`config.mk`:
```
export PLATFORM = sky130hd
export DESIGN_NAME = ais_insert_top
export DESIGN_NICKNAME = d
export VERILOG_FILES = /design/src/rtl/ais_insert_pkg.sv /design/src/rtl/ais_insert_decide.sv /design/src/rtl/ais_insert_lane.sv /design/src/rtl/ais_insert_top.sv
export SDC_FILE = /design/constraint.sdc
export NUM_CORES = 1
export LEC_CHECK = 0
export ABC_AREA = 1
export BUFFER_PORTS_ARGS = -buffer_cell sky130_fd_sc_hd__buf_2
export CAP_MARGIN = 20
export CORE_UTILIZATION = 43
export CTS_CLUSTER_SIZE = 8
export DETAILED_ROUTE_END_ITERATION = 8
export HOLD_SLACK_MARGIN = 0.06
export PLACE_DENSITY = 0.76
export SLEW_MARGIN = 10
export SYNTH_ARGS = -nofsm -noshare
export SYNTH_HDL_FRONTEND = slang
export SYNTH_SLANG_ARGS = --single-unit
```
`constraint.sdc`:
```
create_clock -name clk -period 0.9 [get_ports clk]
set_clock_uncertainty 0.15 [all_clocks]
set_input_delay 0 -clock clk [delete_from_list [all_inputs] [get_ports clk]]
set_output_delay 0 -clock clk [all_outputs]
set_load 0.005 [all_outputs]
```
`src/rtl/ais_insert_pkg.sv`:
```
package ais_insert_pkg;

    // Reason the lane chose alarm fill for the byte being registered
    typedef enum logic [1:0] {
        FILL_NONE  = 2'd0,
        FILL_FORCE = 2'd1,
        FILL_LOF   = 2'd2,
        FILL_POWER = 2'd3
    } fill_cause_e;

    // Decision made for one lane in one cycle
    typedef struct packed {
        logic        take;   // a byte is being accepted or power-down forces an update
        logic        fill;   // the registered byte must be all-ones
        fill_cause_e cause;
    } lane_ctl_t;

endpackage

```
`src/rtl/ais_insert_decide.sv`:
```
module ais_insert_decide
    import ais_insert_pkg::*;
(
    input  logic      valid_i,
    input  logic      lof_i,
    input  logic      lof_mode_i,
    input  logic      force_i,
    input  logic      pwr_down_i,
    output lane_ctl_t ctl_o
);

    always_comb begin
        ctl_o       = '0;
        ctl_o.cause = FILL_NONE;
        if (pwr_down_i) begin
            ctl_o.take  = 1'b1;
            ctl_o.fill  = 1'b1;
            ctl_o.cause = FILL_POWER;
        end else if (valid_i) begin
            ctl_o.take = 1'b1;
            if (force_i) begin
                ctl_o.fill  = 1'b1;
                ctl_o.cause = FILL_FORCE;
            end else if (lof_i && lof_mode_i) begin
                ctl_o.fill  = 1'b1;
                ctl_o.cause = FILL_LOF;
            end
        end
    end

endmodule

```
`src/rtl/ais_insert_lane.sv`:
```
module ais_insert_lane
    import ais_insert_pkg::*;
#(
    parameter int DW = 8
) (
    input  logic          clk,
    input  logic          rst_n,
    input  logic [DW-1:0] data_i,
    input  logic          valid_i,
    input  lane_ctl_t     ctl_i,
    output logic [DW-1:0] data_o,
    output logic          valid_o,
    output logic          flag_o
);

    localparam logic [DW-1:0] AIS_WORD = {DW{1'b1}};

    typedef struct packed {
        logic [DW-1:0] data;
        logic          valid;
        logic          flag;
    } lane_reg_t;

    lane_reg_t st_d, st_q;

    always_comb begin
        st_d       = st_q;
        st_d.valid = valid_i;
        if (ctl_i.take) begin
            st_d.data = ctl_i.fill ? AIS_WORD : data_i;
            st_d.flag = ctl_i.fill;
        end
    end

    always_ff @(posedge clk or negedge rst_n) begin
        if (!rst_n) begin
            st_q.data  <= AIS_WORD;
            st_q.valid <= 1'b0;
            st_q.flag  <= 1'b1;
        end else begin
            st_q <= st_d;
        end
    end

    assign data_o  = st_q.data;
    assign valid_o = st_q.valid;
    assign flag_o  = st_q.flag;

endmodule

```
`src/rtl/ais_insert_top.sv`:
```
module ais_insert_top
    import ais_insert_pkg::*;
#(
    parameter int NCH = 4,
    parameter int DW  = 8
) (
    input  logic              clk,
    input  logic              rst_n,
    input  logic [NCH*DW-1:0] in_data,
    input  logic [NCH-1:0]    in_valid,
    input  logic [NCH-1:0]    lof,
    input  logic [NCH-1:0]    ais_on_lof,
    input  logic [NCH-1:0]    force_ais,
    input  logic [NCH-1:0]    pwr_down,
    output logic [NCH*DW-1:0] out_data,
    output logic [NCH-1:0]    out_valid,
    output logic [NCH-1:0]    ais_active
);

    for (genvar c = 0; c < NCH; c++) begin : g_lane
        lane_ctl_t ctl;

        ais_insert_decide u_decide (
            .valid_i    (in_valid[c]),
            .lof_i      (lof[c]),
            .lof_mode_i (ais_on_lof[c]),
            .force_i    (force_ais[c]),
            .pwr_down_i (pwr_down[c]),
            .ctl_o      (ctl)
        );

        ais_insert_lane #(.DW(DW)) u_lane (
            .clk     (clk),
            .rst_n   (rst_n),
            .data_i  (in_data[c*DW +: DW]),
            .valid_i (in_valid[c]),
            .ctl_i   (ctl),
            .data_o  (out_data[c*DW +: DW]),
            .valid_o (out_valid[c]),
            .flag_o  (ais_active[c])
        );
    end

endmodule

```
==> impl_metrics.json <==
{
  "die-area_sq_um": 5320,
  "die_h_um": 73.0,
  "grtUsageTotal_pct": 20.1,
  "clockBufferDepth": 2,
  "p_leak_nw": 1.82,
  "postRouteAntennaNets": 0,
  "status": "finished, violations left",
  "cts_tree": "done",
  "place_inst": 428,
  "dieWidth_um": 73.0,
  "vias": 2074,
  "final_common_cell": "nand2_1",
  "hold_viol_final": 38,
  "endpoint_kind": "output pin",
  "grt_max_degree": 41,
  "slowest_delay_ns": 0.54,
  "syn2layout_area_growth_pct": 48.8,
  "clk_pin_slew_ns": 0.07,
  "pin_count": 94,
  "drive_above_1_share_pct": 45.9,
  "dp_slack_ns": -0.0394,
  "synth_nets": 334,
  "gr-total-overflow": 0,
  "htree_levels": 2,
  "holdCritPathClass": "primary input to flip-flop",
  "fillers": 394,
  "crit_type": "flip-flop to output pin",
  "cts_buffers": 5,
  "io_buffer_count": 93,
  "r2r_cells": 5,
  "drcViolationCount": 0,
  "syn_area_per_cell_sq_um": 7.73,
  "slew_viol_final": 0,
  "core_area_sq_um": 4790,
  "holdPathStages": 1,
  "slew_headroom_pct": 84.5,
  "post-dp-hpwl_um": 3040,
  "regToRegStartpoint": "g_lane[2].u_lane.data_o[5]",
  "diodes": 0,
  "grt_pass1_wl_um": 8080,
  "critical-path-top-delay-family": "flip-flops",
  "startpoint": "g_lane[3].u_lane.data_o[3]",
  "core.rowCount": 25,
  "wirelength_um": 5430,
  "post_drt_wl_per_cell_um": 11.5,
  "finalCriticalPeriod_ns": 1.09,
  "ys_seq_elements": 40,
  "maxCapViolations": 0,
  "worstPathArrival_ns": 0.94,
  "detail_route.first_pass.iterations": 4,
  "synth_warnings": 0,
  "whs_ns": -0.188,
  "crit_chain": "buf_2",
  "path_max_fanout": 2,
  "antenna_found_initial": 0,
  "slowest_stage": "dfstp_2",
  "final-instance-count-excl-fill": 474,
  "hp-start": "in_valid[0]",
  "violations": "hold timing, setup timing",
  "grt_pass1_vias": 1945,
  "start_util_pct": 45.2,
  "max-vdd-ir-drop_v": 0.000790,
  "power.density_nw_per_um2": 1250,
  "cts_sinks": 40,
  "ys_seq_area_share_pct": 48.3,
  "fin_ws_ns": -0.187,
  "worst-path-stages": 1,
  "crit_buf_inv": 1,
  "gp_congestion": 0.671,
  "finalSetupViolCount": 72,
  "netlist_area_sq_um": 2160,
  "rsz0062_at_grt": "true",
  "syn_inst": 280,
  "min_period_over_period_pct": 121,
  "nNetsFinal": 463,
  "required_ns": 0.75,
  "fmax_ghz": 0.920,
  "drt_iter0_drc": 133,
  "clkLatencyLatePin_ns": 0.28,
  "viasPerCell": 4.38,
  "worstMarginPinSlew_ns": 0.232,
  "cp-start-kind": "flip-flop",
  "yosysUniqueCellTypes": 11,
  "root_buffer": "clkbuf_8",
  "mostFrequentLayoutCells": "nand2_1 (104), buf_2 (78), inv_1 (40), dfstp_2 (36), dlygate4sd3_1 (36)"
}
## per-stage QoR
stage / cell area [sq um] / TNS [ns] / power, mW / hold slack [ns] / util, %
after floorplan: 2160 / 0 / 2.47 / -0.446 / -
after global routing: 3220 / -10.79 / 4.28 / -0.210 / 67.3
after CTS: 3110 / -7.48 / 3.99 / -0.200 / 64.9
final: 3220 / -7.77 / 4.03 / -0.188 / 67.3
after detailed placement: 2630 / -0.332 / 2.76 / -0.164 / 54.9
after global placement: 2630 / -0.0207 / 2.74 / -0.163 / 54.9
## cells in the mapped netlist
| cell type | count | share of area (%) |
|---|---|---|
| inv_1 | 64 | 11 |
| nand2_1 | 112 | 19 |
| nor2_1 | 4 | 0.69 |
| o21ai_0 | 32 | 7.4 |
| inv_2 | 4 | 0.69 |
| nand2_4 | 4 | 2.1 |
| nor2_8 | 4 | 3.7 |
| dfrtp_1 | 4 | 4.6 |
| buf_6 | 6 | 3.1 |
| buf_4 | 10 | 3.5 |
| dfstp_2 | 36 | 44 |
## cells by family after synthesis
kind of cell           share of synthesized area (%)
buffers and inverters                           18.4
AOI/OAI and AO/OA                               7.40
and+or+nand+nor                                 25.9
DFF                                             48.3
## sequential cells by signal, summed over array words and instances (netlist names)
register	count
g_lane.u_lane.valid_o	4
g_lane.u_lane.data_o	32
g_lane.u_lane.flag_o	4
## power by group
group / switching [mW] / total [mW] / internal, mW
clock: 0.544 / 1.04 / 0.500
sequential: 0.0761 / 2.07 / 1.99
combinational: 0.444 / 0.919 / 0.474
total: 1.06 / 4.03 / 2.97
## metal layers
| metal | vias to the layer above | routed length [um] | global-route usage, % |
|---|---|---|---|
| li1 | 1051 | - | - |
| met1 | 951 | 2110 | 21.6 |
| met5 | - | 0 | 0 |
| met2 | 62 | 3010 | 37.7 |
| met4 | 0 | 82 | 6.32 |
| met3 | 10 | 229 | 5.94 |
## timing repair
| action | in CTS | in global routing |
|---|---|---|
| pin swaps | 2 | 6 |
| gates resized for setup | 17 | 34 |
| gates cloned | 0 | 1 |
| buffers inserted | 1 | 3 |
| setup endpoints to repair | 72 | 74 |
| hold endpoints to repair | 80 | 39 |
| hold buffers | 35 | 1 |
## area by class of cell
class                   instances  area (sq um)  share of cell area [%]
repair buffers                137          1020                    31.5
well taps                      67          83.8                    2.60
multi-input cells             157           752                    23.3
clock buffers                   5          68.8                    2.14
flip-flops and latches         40          1050                    32.5
inverters                      68           255                    7.92
## path summary, 6_finish.rpt
kind | end | slack, ns
min in group asynchronous | g_lane[0].u_lane.valid_o | 0.08
max | out_data[27] | -0.19
max reg2reg | g_lane[2].u_lane.data_o[5] | -0.14
min reg2reg | g_lane[1].u_lane.flag_o | 0.32
min | g_lane[0].u_lane.valid_o | -0.19
max in group asynchronous | g_lane[3].u_lane.data_o[2] | 0.26
(Power assumes the default switching activity.)
